<file path="config.mk">
export PLATFORM = sky130hd
export DESIGN_NAME = usc_timer_top
export DESIGN_NICKNAME = d
export VERILOG_FILES = /design/src/rtl/usc_pkg.sv /design/src/rtl/usc_prescaler.sv /design/src/rtl/usc_counter.sv /design/src/rtl/usc_regs.sv /design/src/rtl/usc_timer_top.sv
export SDC_FILE = /design/constraint.sdc
export NUM_CORES = 1
export LEC_CHECK = 0
export ABC_AREA = 1
export BUFFER_PORTS_ARGS = -buffer_cell sky130_fd_sc_hd__buf_4
export CAP_MARGIN = 20
export CORE_ASPECT_RATIO = 1.1
export CORE_UTILIZATION = 60
export CTS_CLUSTER_DIAMETER = 30
export DETAILED_ROUTE_END_ITERATION = 16
export GPL_ROUTABILITY_DRIVEN = 0
export PLACE_DENSITY_LB_ADDON = 0.05
export SYNTH_ARGS = -nofsm -noshare
export SYNTH_HDL_FRONTEND = slang
export SYNTH_SLANG_ARGS = --single-unit
</file>
<file path="constraint.sdc">
create_clock -name clk -period 5.2 [get_ports clk]
set_input_delay 0 -clock clk [delete_from_list [all_inputs] [get_ports clk]]
set_output_delay 0 -clock clk [all_outputs]
set_load 0.1 [all_outputs]
</file>
<file path="src/rtl/usc_pkg.sv">
package usc_pkg;
  localparam int FIELD_W = 8;
  localparam logic [7:0] OFS_COUNT  = 8'h00;
  localparam logic [7:0] OFS_CFG    = 8'h04;
  localparam logic [7:0] OFS_FREEZE = 8'h3C;
  localparam logic [2*FIELD_W-1:0] CFG_RESET = 16'h000B;

  typedef struct packed {
    logic [FIELD_W-1:0] numer;  // ratio numerator minus one
    logic [FIELD_W-1:0] denom;  // ratio denominator minus one
  } ratio_cfg_t;
endpackage

</file>
<file path="src/rtl/usc_prescaler.sv">
module usc_prescaler #(
  parameter int FW = usc_pkg::FIELD_W
) (
  input  logic          clk,
  input  logic          rst_n,
  input  logic          run,
  input  logic          clr,
  input  logic [FW-1:0] numer,
  input  logic [FW-1:0] denom,
  output logic          tick
);
  localparam int AW = FW + 2;

  logic [AW-1:0] acc_q, acc_d, step, limit, sum, rem;
  logic          hit;

  always_comb begin
    step  = AW'(numer) + AW'(1);
    limit = AW'(denom) + AW'(1);
    sum   = acc_q + step;
    hit   = (sum >= limit);
    rem   = sum - limit;
    if (!hit)              acc_d = sum;
    else if (rem >= limit) acc_d = '0;   // ratio above one: one tick per cycle
    else                   acc_d = rem;
    tick  = run && hit && !clr;
  end

  always_ff @(posedge clk or negedge rst_n) begin
    if (!rst_n)   acc_q <= '0;
    else if (clr) acc_q <= '0;
    else if (run) acc_q <= acc_d;
  end

  AST_ACC_BELOW_LIMIT: assert property (@(posedge clk) disable iff (!rst_n)
    acc_q < limit);
  AST_CFG_CLEARS_ACC: assert property (@(posedge clk) disable iff (!rst_n)
    clr |=> (acc_q == '0));
  AST_ACC_HELD_IDLE: assert property (@(posedge clk) disable iff (!rst_n)
    (!run && !clr) |=> $stable(acc_q));
endmodule

</file>
<file path="src/rtl/usc_counter.sv">
module usc_counter #(
  parameter int CW = 32
) (
  input  logic          clk,
  input  logic          rst_n,
  input  logic          inc,
  output logic [CW-1:0] count
);
  always_ff @(posedge clk or negedge rst_n) begin
    if (!rst_n)   count <= '0;
    else if (inc) count <= count + CW'(1);
  end

  AST_CNT_UNIT_STEP: assert property (@(posedge clk) disable iff (!rst_n)
    1'b1 |=> (count == $past(count) || count == $past(count) + CW'(1)));
endmodule

</file>
<file path="src/rtl/usc_regs.sv">
module usc_regs #(
  parameter int AW_BUS = 8,
  parameter int DW     = 32,
  parameter int CW     = 32,
  parameter int FW     = usc_pkg::FIELD_W
) (
  input  logic              clk,
  input  logic              rst_n,
  input  logic              sel,
  input  logic              wr,
  input  logic [AW_BUS-1:0] addr,
  input  logic [DW-1:0]     wdata,
  input  logic [CW-1:0]     count,
  output logic [DW-1:0]     rdata,
  output usc_pkg::ratio_cfg_t cfg,
  output logic              cfg_wr,
  output logic              frozen
);
  import usc_pkg::*;
  localparam int CFG_W = 2 * FW;

  logic wr_freeze;

  always_comb begin
    cfg_wr    = sel && wr && (addr == AW_BUS'(OFS_CFG));
    wr_freeze = sel && wr && (addr == AW_BUS'(OFS_FREEZE));
  end

  always_ff @(posedge clk or negedge rst_n) begin
    if (!rst_n) begin
      cfg    <= CFG_RESET;
      frozen <= 1'b0;
    end else begin
      if (cfg_wr)    cfg    <= wdata[CFG_W-1:0];
      if (wr_freeze) frozen <= wdata[0];
    end
  end

  always_comb begin
    rdata = '0;
    if (addr == AW_BUS'(OFS_COUNT))       rdata = DW'(count);
    else if (addr == AW_BUS'(OFS_CFG))    rdata = DW'(cfg);
    else if (addr == AW_BUS'(OFS_FREEZE)) rdata = DW'(frozen);
  end

  AST_CFG_ONLY_BY_WRITE: assert property (@(posedge clk) disable iff (!rst_n)
    !cfg_wr |=> $stable(cfg));
endmodule

</file>
<file path="src/rtl/usc_timer_top.sv">
module usc_timer_top #(
  parameter int CNT_W  = 32,
  parameter int ADDR_W = 8,
  parameter int DATA_W = 32
) (
  input  logic              clk,
  input  logic              rst_n,
  input  logic              osc_en,
  input  logic              bus_sel,
  input  logic              bus_wr,
  input  logic [ADDR_W-1:0] bus_addr,
  input  logic [DATA_W-1:0] bus_wdata,
  output logic [DATA_W-1:0] bus_rdata
);
  import usc_pkg::*;

  ratio_cfg_t       cfg;
  logic             cfg_wr, frozen, tick;
  logic [CNT_W-1:0] count;
  logic             run;

  assign run = osc_en && !frozen;

  usc_regs #(.AW_BUS(ADDR_W), .DW(DATA_W), .CW(CNT_W), .FW(FIELD_W)) u_regs (
    .clk(clk), .rst_n(rst_n), .sel(bus_sel), .wr(bus_wr), .addr(bus_addr),
    .wdata(bus_wdata), .count(count), .rdata(bus_rdata), .cfg(cfg),
    .cfg_wr(cfg_wr), .frozen(frozen)
  );

  usc_prescaler #(.FW(FIELD_W)) u_pre (
    .clk(clk), .rst_n(rst_n), .run(run), .clr(cfg_wr),
    .numer(cfg.numer), .denom(cfg.denom), .tick(tick)
  );

  usc_counter #(.CW(CNT_W)) u_cnt (
    .clk(clk), .rst_n(rst_n), .inc(tick), .count(count)
  );

  AST_FREEZE_HOLDS: assert property (@(posedge clk) disable iff (!rst_n)
    frozen |=> $stable(count));
  AST_IDLE_OSC_HOLDS: assert property (@(posedge clk) disable iff (!rst_n)
    !osc_en |=> $stable(count));
  AST_COUNT_WRITE_IGNORED: assert property (@(posedge clk) disable iff (!rst_n)
    (bus_sel && bus_wr && bus_addr == ADDR_W'(OFS_COUNT) && !osc_en)
      |=> $stable(count));
endmodule

</file>
==> summary.md, run 1 <==
| Metric | Value |
|---|---|
| Pins Over Slew Limit | 0 |
| Final setup fails | 0 |
| Hold Fails Final Rpt | 0 |
| Reg clk slew, reported paths | 0.07 ns |
| Crit-path max FO | 56 |
| Seq/Total Area, Yosys | 30.36% |
| Mapped cell area | 4875 µm² |
| Number of library cell types mapped by synthesis | 35 |
| Hold path endpoint | u_regs.frozen$_DFFE_PN0P_ |
| Commonest non-fill, non-tap cell in the layout | nand2_1 |
| TritonCTS Buffers | 9 |
| RSZ-0062 raised after global routing | false |
| Std cell rows | 34 |
| Post-synth top flop | dfrtp_1 |
| Syn. warnings | 0 |
| Clock latency on the worst-skew pair | 0.35 ns |
| CP endpoint kind | flip-flop |
| XOR/XNOR Fraction of Synth Area | 8.624% |
| Vias | 4720 |
| Die area | 8489 µm² |
| Synth Net Count | 760 |
| Slowest-stage cell, CP | inv_4 |
| Most frequent cells in the layout | nand2_1 (160), inv_1 (100), nor2_1 (80) |
| CP cell instances | ha_1, nand2_1, o21ai_0, o21ai_0, inv_1, ha_1, nand2_1, o21ai_0, nand2_1, nand3_1, xor2_1, inv_1, ha_1, nand2_1, nor2_1, nand4_1, nand3_1, nand2_1, nand3_2, nand2_4, inv_4, buf_4, o21ai_2 |
| Crit-path leading delay family | simple AND/OR/NAND/NOR gates |
| Final ANT Viol Nets | 0 |
| WP buf/inv | 4 |
| Simple-Gate Fraction of Synth Area | 31.08% |
| Required time of the critical path | 5.45 ns |
| Number of diodes | 0 |
| Synth Area in Compound Gates | 10.99% |
| CTS max path bufs | 2 |
| Initial drt markers | 205 |
| Hold_buf cts | 19 |
| GRT Overall Usage | 31.53% |
| Most Frequent Cell on Critical Path | nand2_1 |
| Cells after synthesis | 682 |
| Area contributors post-synth | dfrtp_1 (29%), nand2_1 (12%), ha_1 (8.0%) |
| WS Path Type | flip-flop to flip-flop |
| Synthesis-stage register bit count | 59 |
| HP Class | input port to flip-flop |
| Worst r2r src | u_regs.cfg[9]$_DFFE_PN0P_ |
| Setup Buffers After CTS | 0 |
| Final nets | 839 |
| Fin crit share | 83.53% |
| Post-synth EDFFs | 0 |
| Reg-to-reg endpoint | u_cnt.count[23]$_DFFE_PN0P_ |
| Max stage delay on crit path | 0.60 ns |
| P&R area growth vs syn | 19.07% |
| Max-cap viol count | 0 |
| First-pass GRT wire length | 20200 µm |
| Post-Synth Adder-Cell Area | 8.778% |
| Drt pass-1 iters | 5 |
| Status | completed |
| Io pins | 77 |
| Pwr/cell area | 520.3 nW/µm² |
| R2R setup slack | 0.86 ns |
| DRT Wirelength | 12790 µm |
| Leak | 2.908 nW |
| Die height | 96.54 µm |
| Critical Path Start Type | flip-flop |
| Layout cells sized above 1 | 17.36% |
| Horiz. Die Dim | 87.94 µm |
| Fmax | 0.2302 GHz |
| Max_slew headroom | 47.96% |
| Hold Path Depth | 4 |
| Worst-Margin Slew | 0.7806 ns |
| Mux contribution to synthesized area | 0% |
| TNS Setup | 0 ns |
| Detail Placement HPWL | 9673 µm |
| Input/output buffers | 60 |
| Filler Cells Inserted | 684 |
| Clk sinks | 59 |
| GRT Residual Overflow | 0 |
| Clk_skew | 0.007638 ns |
| Initial antenna violation count | 0 |
| Worst hold start | bus_sel |
| CTS tree | yes |
| H-tree levels | 3 |
| Asr flop ratio synth | 100.0% |
| Placed cell areas | 5358 µm² |
| CTS root buf | clkbuf_8 |
| Crit path DAT | 4.59 ns |
| Largest family of logic cells by synthesized area | simple AND/OR/NAND/NOR gates |
| Final min period | 4.343 ns |
| Largest net degree at the start of global routing | 60 |
| DR WL/cell | 14.63 µm |
| Final instance area | 5804 µm² |
| Starting density of the core | 61.61% |
| Worst vdd ir | 0.8250 mV |
| Worst reg-to-reg path cell count | 23 |
| Critical path depth | 23 |
| Share of Yosys cell area claimed by the top area cell type | 28.75% |
| Synth area leader | dfrtp_1 |
| # resized after CTS | 0 |
| Core area | 7913 µm² |
| Via density | 5.400 |
| Syn_area_per_cell | 7.148 µm² |
| DRC viols | 0 |
| Vias in the first global route | 4511 |
==> worst min-delay path: stages <==
cell and delay [ns]:
buf_4 0.10, nand3_1 0.09, nor2_1 0.09, a21oi_1 0.05
==> per-layer routing <==
layer  wire [µm]  vias to the layer above  part of all wire (%)  global-route usage (%)
li1            -                     2338                     -                       -
met1        5123                     2187                    40                   34.17
met2        6615                      146                    52                   58.46
met3         497                       49                   3.9                   4.248
met4         551                        0                   4.3                   18.31
met5           0                        -                     0                       0
==> synth_stat cells, types with 18 or more instances <==
library cell    n
o21ai_2        18
ha_1           31
nand2_2        18
xor2_1         43
dfrtp_1        56
nor2_1         80
o21ai_0        29
nand3_1        27
a21oi_1        21
nor3_1         21
nand2_1       160
inv_1         100
==> per-stage QoR <==
| step | cells | worst slack [ns] | util (%) | total power [mW] | hold WS, ns |
|---|---|---|---|---|---|
| floorplan | 682 | 1.603 | - | 2.079 | -0.2956 |
| global route | 874 | 0.5266 | 73.36 | 3.283 | 0.05474 |
| CTS | 873 | 0.8933 | 73.17 | 3.015 | 0.01284 |
| finish | 874 | 0.8565 | 73.36 | 3.020 | 0.02554 |
| detailed placement | 838 | 0.9222 | 67.71 | 2.471 | 0.1272 |
| global placement | 838 | 0.9861 | 67.71 | 2.399 | 0.1136 |
==> how the worst max path moves through the flow <==
stage | from | to | slack [ns]
after floorplan | u_regs.cfg[8]$_DFFE_PN0P_ | u_pre.acc_q[0]$_DFFE_PN0P_ | 1.60
after global placement | u_regs.cfg[9]$_DFFE_PN0P_ | u_cnt.count[23]$_DFFE_PN0P_ | 0.99
after detailed placement | u_regs.cfg[9]$_DFFE_PN0P_ | u_cnt.count[23]$_DFFE_PN0P_ | 0.92
after CTS | u_regs.cfg[9]$_DFFE_PN0P_ | u_cnt.count[23]$_DFFE_PN0P_ | 0.89
after global routing | u_regs.cfg[9]$_DFFE_PN0P_ | u_cnt.count[5]$_DFFE_PN0P_ | 0.53
final | u_regs.cfg[9]$_DFFE_PN0P_ | u_cnt.count[23]$_DFFE_PN0P_ | 0.86
==> registers in the layout, summed over array words and instances, names as in the netlist <==
name and count:
u_cnt.count 32, u_pre.acc_q 10, u_regs.frozen 1, u_regs.cfg 16
==> where the power goes <==
part	internal (mW)	total (mW)	switching, mW	leakage, nW
combinational	0.674	1.84	1.16	2.16
clock	0.330	0.530	0.200	0.123
sequential	0.557	0.652	0.0954	0.626
total	1.56	3.02	1.46	2.91
==> logic make-up after synthesis <==
kind of cell / after synthesis
AND/OR/NAND/NOR: 339
buffers and inverters: 115
AO/OA/AOI/OAI: 88
flip-flops: 59
XOR/XNOR: 48
adder cells (fa/ha/maj): 33
==> layout make-up <==
| class | instances | area [µm²] | share of cell area, % |
|---|---|---|---|
| clock buffer | 11 | 141.4 | 2.436 |
| clock inverter | 5 | 100.1 | 1.725 |
| inverter | 102 | 385.4 | 6.639 |
| multi-input combinational | 508 | 2899 | 49.95 |
| sequential | 59 | 1480 | 25.50 |
| tap | 108 | 135.1 | 2.328 |
| timing repair buffer | 81 | 663.1 | 11.42 |
Note: power is estimated with default switching activity, not from simulation.
==> run 2, diff against run 1 <==
--- a/config.mk
+++ b/config.mk
@@ -5,11 +5,11 @@
 export SDC_FILE = /design/constraint.sdc
 export NUM_CORES = 1
 export LEC_CHECK = 0
-export ABC_AREA = 1
+export ABC_AREA = 0
 export BUFFER_PORTS_ARGS = -buffer_cell sky130_fd_sc_hd__buf_4
 export CAP_MARGIN = 20
 export CORE_ASPECT_RATIO = 1.1
-export CORE_UTILIZATION = 60
+export CORE_UTILIZATION = 57
 export CTS_CLUSTER_DIAMETER = 30
 export DETAILED_ROUTE_END_ITERATION = 16
 export GPL_ROUTABILITY_DRIVEN = 0
==> constraint.sdc (replaced) <==
create_clock -name clk -period 4.17 [get_ports clk]
set_input_delay 0 -clock clk [delete_from_list [all_inputs] [get_ports clk]]
set_output_delay 0 -clock clk [all_outputs]
set_load 0.1 [all_outputs]
==> run 2 against run 1 <==
Combinational power grew 72%. The run now ends with setup timing left. First-iteration DRC count is 20% higher. Cell count down 27%. Hold slack improved by 0.016 ns. Global-route usage shrank 1.9 points. Worst setup slack worse by 1.2 ns. Largest power group unchanged. Clock power up 9.1%. Design area is 0.80% lower. Clock skew is 0.00091 ns higher. Routed wire length up 2.9%. Critical path type unchanged. Flip-flop and latch count stayed put. Via count decreased by 17%.
==> summary.md, run 2 <==
| Metric | Value |
|---|---|
| Status | finished, violations left |
| Violated checks | setup timing |
| Die height | 91.51 µm (-5.2%) |
| DRC viols | 0 (unchanged) |
| Fin crit share | 109.0% (+26 points) |
| Pwr/cell area | 780.4 nW/µm² (+50%) |
| Post-route setup slack | -0.3768 ns (-1.233 ns) |
| Commonest non-fill, non-tap cell in the layout | buf_4 |
| CTS root buf | clkbuf_8 |
| GRT Residual Overflow | 0 (unchanged) |
| Max stage delay on crit path | 0.45 ns (-0.15 ns) |
| Syn. warnings | 0 (unchanged) |
| CP endpoint kind | flip-flop |
| P&R area growth vs syn | 38.70% |
| H-tree levels | 3 (unchanged) |
| Share of Yosys cell area claimed by the top area cell type | 33.76% (+5.0 points) |
| Clk_skew | 0.008549 ns (+0.0009115 ns) |
| Initial drt markers | 245 (+20%) |
| Layout cells sized above 1 | 36.53% (+19 points) |
| Std cell rows | 32 (-5.9%) |
| Synth area leader | dfrtp_1 |
| Pins Over Slew Limit | 0 (unchanged) |
| Starting density of the core | 58.91% (-2.7 points) |
| Horiz. Die Dim | 83.37 µm (-5.2%) |
| Input/output buffers | 60 (unchanged) |
| Drt pass-1 iters | 5 (unchanged) |
| Critical Path Start Type | flip-flop |
| CTS tree | yes |
| DRT Wirelength | 13160 µm (+2.9%) |
| WS Path Type | flip-flop to flip-flop |
| Most Frequent Cell on Critical Path | ha_4 |
| Vias | 3909 (-17%) |
| Die area | 7629 µm² (-10%) |
| CP cell instances | ha_4, xor2_1, ha_1, buf_4, nand3_1, o211ai_1, buf_4, xnor2_2, inv_1, ha_4, a21oi_1, o21ai_2, a21oi_2, xor2_2, inv_1, ha_4, o21ai_2, a21oi_2, a2111o_1, buf_6, o221ai_2 |
| Cells after synthesis | 434 (-36%) |
| Number of diodes | 0 (unchanged) |
| Fmax | 0.2199 GHz (-4.5%) |
| Max reg flops | 32 (unchanged) |
| Vias in the first global route | 3790 (-16%) |
| Clock latency on the worst-skew pair | 0.35 ns (about the same) |
| Biggest registers after layout | u_cnt.count: 32 flops, u_regs.cfg: 16 flops, u_pre.acc_q: 10 flops |
| Final ANT Viol Nets | 0 (unchanged) |
| Core area | 7047 µm² (-11%) |
| Leak | 2.883 nW (-0.87%) |
| Asr flop ratio synth | 100.0% (unchanged) |
| Reg clk slew, reported paths | 0.07 ns (about the same) |
| Max_slew headroom | 32.68% (-15 points) |
| # placed instances | 587 (-30%) |
| CTS max path bufs | 2 (unchanged) |
| Fin Hold WS | 0.04185 ns (+0.01631 ns) |
| Most numerous cell in the Yosys netlist | dfrtp_1 |
| Post-synth top flop | dfrtp_1 |
| Number of library cell types mapped by synthesis | 45 (+29%) |
| Filler Cells Inserted | 439 (-36%) |
| Hold Fails Final Rpt | 0 (unchanged) |
| Place WS | -0.2316 ns (-1.154 ns) |
| Area contributors post-synth | dfrtp_1 (34%), ha_1 (9.3%), xor2_1 (8.4%) |
| Worst-Margin Slew | 1.008 ns (+0.2271 ns) |
| Clk network pwr share | 12.9% (-4.7 points) |
| Required time of the critical path | 4.42 ns (-1.03 ns) |
| Most frequent cells in the layout | buf_4 (98), dfrtp_1 (55), xor2_1 (39) |
| Register share of total power | 16.7% (-4.9 points) |
| Post-synth EDFFs | 0 (unchanged) |
| Non-filler instance count after layout | 638 (-27%) |
| Slowest-stage cell, CP | dfrtp_1 |
| Biggest register | u_cnt.count |
| Io pins | 77 (unchanged) |
| Final min period | 4.547 ns (+0.2033 ns) |
| Final nets | 627 (-25%) |
| Worst vdd ir | 1.222 mV (+48%) |
| Synthesis-stage register bit count | 59 (unchanged) |
| RSZ-0062 raised after global routing | true |
| Switching share of total power | 43.69% (-4.6 points) |
| Clk sinks | 59 (unchanged) |
| Via density | 6.127 (+13%) |
| Crit path DAT | 4.79 ns (+0.20 ns) |
| Max-cap viol count | 0 (unchanged) |
| Mapped cell area | 4151 µm² (-15%) |
| TritonCTS Buffers | 9 (unchanged) |
| Seq/Total Area, Yosys | 35.65% (+5.3 points) |
| Largest net degree at the start of global routing | 60 (unchanged) |
| Crit-path max FO | 4 (-93%) |
| First-pass GRT wire length | 17730 µm (-12%) |
| Final setup fails | 9 (+9) |
| Synth Net Count | 512 (-33%) |
| Detail Placement HPWL | 7204 µm (-26%) |
| Pint | 2.530 mW (+62%) |
| GRT Overall Usage | 29.61% (-1.9 points) |
| DR WL/cell | 20.62 µm (+41%) |
| Syn_area_per_cell | 9.566 µm² (+34%) |
| Commonest cells post-synth | dfrtp_1 (56), xor2_1 (40), ha_1 (31), nor2_1 (29), nand2_1 (28) |
| HP Class | input port to flip-flop |
| Gate power share | 70.5% (+9.7 points) |
| Initial antenna violation count | 0 (unchanged) |
| Switching pwr | 1.963 mW (+35%) |
run 2: layer usage:
metal  vias up  track usage, %  share of wire [%]
li1       1764               -                  -
met1      1929           33.80                 40
met2       146           52.80                 51
met3        70           4.455                4.2
met4         0           16.38                5.5
met5         -               0                  0
run 2: power groups by stage:
| stage | Combinational, mW | Sequential (mW) | Clock [mW] |
|---|---|---|---|
| after floorplan | 1.32 | 0.713 | 0 |
| after global placement | 1.79 | 0.747 | 0 |
| after detailed placement | 1.86 | 0.751 | 0 |
| after CTS | 2.17 | 0.740 | 0.573 |
| after global routing | 3.35 | 0.760 | 0.602 |
| final | 3.17 | 0.749 | 0.578 |
run 2: critical path: cells and delay by family, from the launching register on:
| family | cells | cell delay [ns] |
|---|---|---|
| AO/OA/AOI/OAI | 8 | 1.63 |
| XOR/XNOR | 3 | 0.48 |
| adder cells (fa/ha/maj) | 4 | 1.04 |
| buffers and inverters | 5 | 0.72 |
| flip-flops | 1 | 0.45 |
| AND/OR/NAND/NOR | 1 | 0.13 |
run 2: through the flow:
stage / power, mW / area, µm² / setup TNS [ns] / utilization, %
6_report: 4.494 / 5758 / -2.689 / 81.71
5_1_grt: 4.707 / 5758 / -4.508 / 81.71
4_1_cts: 3.479 / 5300 / 0 / 75.21
3_5_place_dp: 2.609 / 4802 / -1.940 / 68.15
3_3_place_gp: 2.538 / 4802 / -0.8127 / 68.15
2_1_floorplan: 2.034 / 4151 / 0 / -
run 2: final cells by class:
class	instances	area (µm²)	area share, %
multi-input combinational	334	2908	50.50
sequential	59	1481	25.73
timing repair buffer	118	948.4	16.47
clock buffer	14	182.7	3.173
tap	85	106.4	1.847
inverter	27	101.3	1.760
clock inverter	1	30.03	0.5215
run 2: cell families after synthesis:
group,count (synthesis),synth area share [%]
xor gates and xnor gates,59,12.45
muxes,33,8.499
buffers and inverters,42,4.641
AOI/OAI and AO/OA,50,8.620
adders and majority gates,33,10.31
DFF,59,35.65
and+or+nand+nor,158,19.83
run 2: path summary, 6_finish.rpt:
kind / from / to / slack [ns] / cells after the start
max: u_regs.cfg[9]$_DFFE_PN0P_ / u_pre.acc_q[2]$_DFFE_PN0P_ / -0.38 / 21
max reg2reg: u_regs.cfg[9]$_DFFE_PN0P_ / u_pre.acc_q[2]$_DFFE_PN0P_ / -0.38 / 21
min: bus_wr / u_regs.frozen$_DFFE_PN0P_ / 0.04 / 3
min in group asynchronous: rst_n / u_regs.cfg[6]$_DFFE_PN0P_ / 0.26 / 2
min reg2reg: u_cnt.count[31]$_DFFE_PN0P_ / u_cnt.count[31]$_DFFE_PN0P_ / 0.47 / 1
max in group asynchronous: rst_n / u_regs.cfg[10]$_DFFE_PN0P_ / 3.31 / 2
run 2: timing repair:
item,in CTS,in global routing
hold buffers,17,0
buffers inserted,5,13
pin swaps,8,33
gates cloned,1,0
resized for setup,12,62
setup endpoints to repair,9,27
endpoints found under the hold margin,73,0
==> run 3, diff against run 2 <==
--- a/config.mk
+++ b/config.mk
@@ -9,11 +9,13 @@
 export BUFFER_PORTS_ARGS = -buffer_cell sky130_fd_sc_hd__buf_4
 export CAP_MARGIN = 20
 export CORE_ASPECT_RATIO = 1.1
+export CORE_MARGIN = 2
 export CORE_UTILIZATION = 57
 export CTS_CLUSTER_DIAMETER = 30
 export DETAILED_ROUTE_END_ITERATION = 16
 export GPL_ROUTABILITY_DRIVEN = 0
 export PLACE_DENSITY_LB_ADDON = 0.05
+export SKIP_CTS_REPAIR_TIMING = 1
 export SYNTH_ARGS = -nofsm -noshare
 export SYNTH_HDL_FRONTEND = slang
 export SYNTH_SLANG_ARGS = --single-unit
==> constraint.sdc (replaced) <==
create_clock -name clk -period 4.6 [get_ports clk]
set_input_delay 0 -clock clk [delete_from_list [all_inputs] [get_ports clk]]
set_output_delay 0 -clock clk [all_outputs]
set_load 0.1 [all_outputs]
==> run 3 against run 2 <==
The run now ends clean. Clock power decreased by 15%. Critical path depth down 1. Critical endpoint is now u_pre.acc_q[0]$_DFFE_PN0P_. Critical path type unchanged. Fmax is 4.6% higher. Register-to-register slack improved by 0.63 ns. Die area up 4.6%. Clock-buffer cell count shrank 2. Largest cell class unchanged. Sequential share of layout area increased by 3.3 points.
==> summary.md, run 3 (synthesized netlist as in run 2, its figures left out) <==
| Metric | Value |
|---|---|
| Register share of total power | 24.3% (+7.6 points) |
| Leak | 2.676 nW (-7.2%) |
| Required time of the critical path | 4.84 ns (+0.42 ns) |
| Worst r2r src | u_regs.cfg[8]$_DFFE_PN0P_ |
| GRT Overall Usage | 25.14% (-4.5 points) |
| TritonCTS Buffers | 9 (unchanged) |
| Worst vdd ir | 0.8111 mV (-34%) |
| Via density | 5.595 (-8.7%) |
| Initial drt markers | 118 (-52%) |
| Fin crit share | 94.47% (-15 points) |
| CTS tree | yes |
| Fmax | 0.2301 GHz (+4.6%) |
| Worst-Margin Slew | 0.8532 ns (-0.1546 ns) |
| Final setup fails | 0 (-9) |
| Critical Path Start Type | flip-flop |
| Input/output buffers | 60 (unchanged) |
| Gate power share | 58.0% (-13 points) |
| Biggest register | u_cnt.count |
| Pint | 1.585 mW (-37%) |
| Clock latency on the worst-skew pair | 0.34 ns (about the same) |
| Switching share of total power | 42.72% (-0.97 points) |
| Worst hold start | bus_wr |
| Clk network pwr share | 17.7% (+4.8 points) |
| Worst reg-to-reg path cell count | 20 (-4.8%) |
| Final ANT Viol Nets | 0 (unchanged) |
| Die height | 93.51 µm (+2.2%) |
| GRT Residual Overflow | 0 (unchanged) |
| Most frequent cells in the layout | buf_4 (66), dfrtp_1 (56), xor2_1 (40) |
| Core area | 7047 µm² (unchanged) |
| Vias | 3385 (-13%) |
| Io pins | 77 (unchanged) |
| CP endpoint kind | flip-flop |
| Commonest non-fill, non-tap cell in the layout | buf_4 |
| Status | completed |
| Die area | 7983 µm² (+4.6%) |
| First-pass GRT wire length | 15880 µm (-10%) |
| # placed instances | 569 (-3.1%) |
| Max-cap viol count | 0 (unchanged) |
| Detail Placement HPWL | 6928 µm (-3.8%) |
| Crit-path max FO | 9 (+5) |
| Largest net degree at the start of global routing | 60 (unchanged) |
| Pins Over Slew Limit | 0 (unchanged) |
| Biggest registers after layout | u_cnt.count: 32 flops, u_regs.cfg: 16 flops, u_pre.acc_q: 10 flops |
| Std cell rows | 32 (unchanged) |
| Layout cells sized above 1 | 21.54% (-15 points) |
| CTS max path bufs | 2 (unchanged) |
| Reg clk slew, reported paths | 0.07 ns (about the same) |
| Number of diodes | 0 (unchanged) |
| DRT Wirelength | 9862 µm (-25%) |
| Final min period | 4.345 ns (-0.2013 ns) |
| Reg-to-reg endpoint | u_pre.acc_q[0]$_DFFE_PN0P_ |
| Crit path DAT | 4.58 ns (-0.21 ns) |
| Clk sinks | 59 (unchanged) |
| H-tree levels | 3 (unchanged) |
| DR WL/cell | 16.30 µm (-21%) |
| Clk_skew | 0.009397 ns (+0.0008472 ns) |
| Hold path endpoint | u_regs.frozen$_DFFE_PN0P_ |
| Non-filler instance count after layout | 605 (-5.2%) |
| DRC viols | 0 (unchanged) |
| Max_slew headroom | 43.00% (+10 points) |
| Drt pass-1 iters | 4 (-1) |
| Initial antenna violation count | 0 (unchanged) |
| Hold Path Depth | 3 (unchanged) |
| Filler Cells Inserted | 531 (+21%) |
| WS Path Type | flip-flop to flip-flop |
| Hold Fails Final Rpt | 0 (unchanged) |
| CTS root buf | clkbuf_8 |
| Starting density of the core | 58.91% (unchanged) |
| TNS Setup | 0 ns (+2.689 ns) |
| Pwr/cell area | 542.4 nW/µm² (-30%) |
| Final nets | 593 (-5.4%) |
| P&R area growth vs syn | 22.88% |
| Vias in the first global route | 3366 (-11%) |
| R2R setup slack | 0.25 ns (+0.63 ns) |
| Horiz. Die Dim | 85.37 µm (+2.4%) |
| HP Class | input port to flip-flop |
| Switching pwr | 1.182 mW (-40%) |
| Max reg flops | 32 (unchanged) |
==> run 3: changes by cell type in the layout (fill, tap and decap cells not counted), moves of 4 or more <==
cell and change:
a21oi_1 +10, a21oi_2 -8, buf_4 -32, ha_1 +13
ha_4 -11, nor4_2 -5, o221ai_2 -4, xnor2_1 +7
xnor2_2 -7, nor4_1 +5, o221ai_1 +4
==> run 3: through the flow <==
step	util, %	hold slack [ns]	power, mW	area, µm²	setup slack, ns
after floorplan	-	-0.2956	1.844	4151	0.6118
after global placement	66.23	0.1220	2.082	4667	0.2932
after detailed placement	66.23	0.1210	2.142	4667	0.1907
after CTS	69.12	-0.2465	2.637	4871	0.1434
after global routing	72.39	0.02689	2.997	5101	-0.05719
final	72.39	0.01874	2.767	5101	0.2546
==> run 3: how the worst max path moves through the flow <==
stage	start	endpoint	slack, ns	cells past startpoint
after floorplan	u_regs.cfg[8]$_DFFE_PN0P_	u_pre.acc_q[0]$_DFFE_PN0P_	0.61	21
after global placement	u_regs.cfg[8]$_DFFE_PN0P_	u_pre.acc_q[0]$_DFFE_PN0P_	0.29	20
after detailed placement	u_regs.cfg[8]$_DFFE_PN0P_	u_pre.acc_q[6]$_DFFE_PN0P_	0.19	20
after CTS	u_regs.cfg[8]$_DFFE_PN0P_	u_pre.acc_q[0]$_DFFE_PN0P_	0.14	19
after global routing	u_regs.cfg[9]$_DFFE_PN0P_	u_pre.acc_q[0]$_DFFE_PN0P_	-0.06	21
final	u_regs.cfg[8]$_DFFE_PN0P_	u_pre.acc_q[0]$_DFFE_PN0P_	0.25	20
==> run 3: layer usage <==
layer | vias to the layer above | track usage [%] | wire length [µm]
met1 | 1635 | 32.51 | 4354
met2 | 47 | 43.03 | 5104
met5 | - | 0 | 0
met3 | 9 | 3.707 | 321
li1 | 1694 | - | -
met4 | 0 | 8.598 | 81
==> run 3: worst max-delay path: stages (launching register included) <==
cell and delay (ns):
dfrtp_1 0.38, ha_1 0.33, ha_1 0.29, a21oi_1 0.22
nor2b_1 0.08, nor2_1 0.14, xor2_1 0.21, inv_1 0.07
ha_1 0.37, a21o_1 0.21, a21oi_1 0.19, a21oi_1 0.12
nor2_1 0.15, xor2_1 0.24, inv_1 0.07, ha_1 0.26
o21ai_0 0.15, a21oi_1 0.06, a2111o_1 0.33, buf_12 0.16
o221ai_1 0.19
==> run 3: area by class of cell <==
type	count	area [µm²]	share of cell area, %
clock buffers	12	155.1	3.041
multi-input cells	333	2504	49.08
inverters	27	101.3	1.987
repair buffers	85	705.7	13.83
clock inverters	4	48.80	0.9566
flip-flops and latches	59	1480	29.02
well taps	85	106.4	2.085
==> run 3: power groups by stage <==
| stage | Clock, mW | Sequential (mW) | Combinational [mW] |
|---|---|---|---|
| 2_1_floorplan | 0 | 0.646 | 1.20 |
| 3_3_place_gp | 0 | 0.676 | 1.41 |
| 3_5_place_dp | 0 | 0.679 | 1.46 |
| 4_1_cts | 0.494 | 0.670 | 1.47 |
| 5_1_grt | 0.522 | 0.683 | 1.79 |
| 6_report | 0.489 | 0.672 | 1.61 |
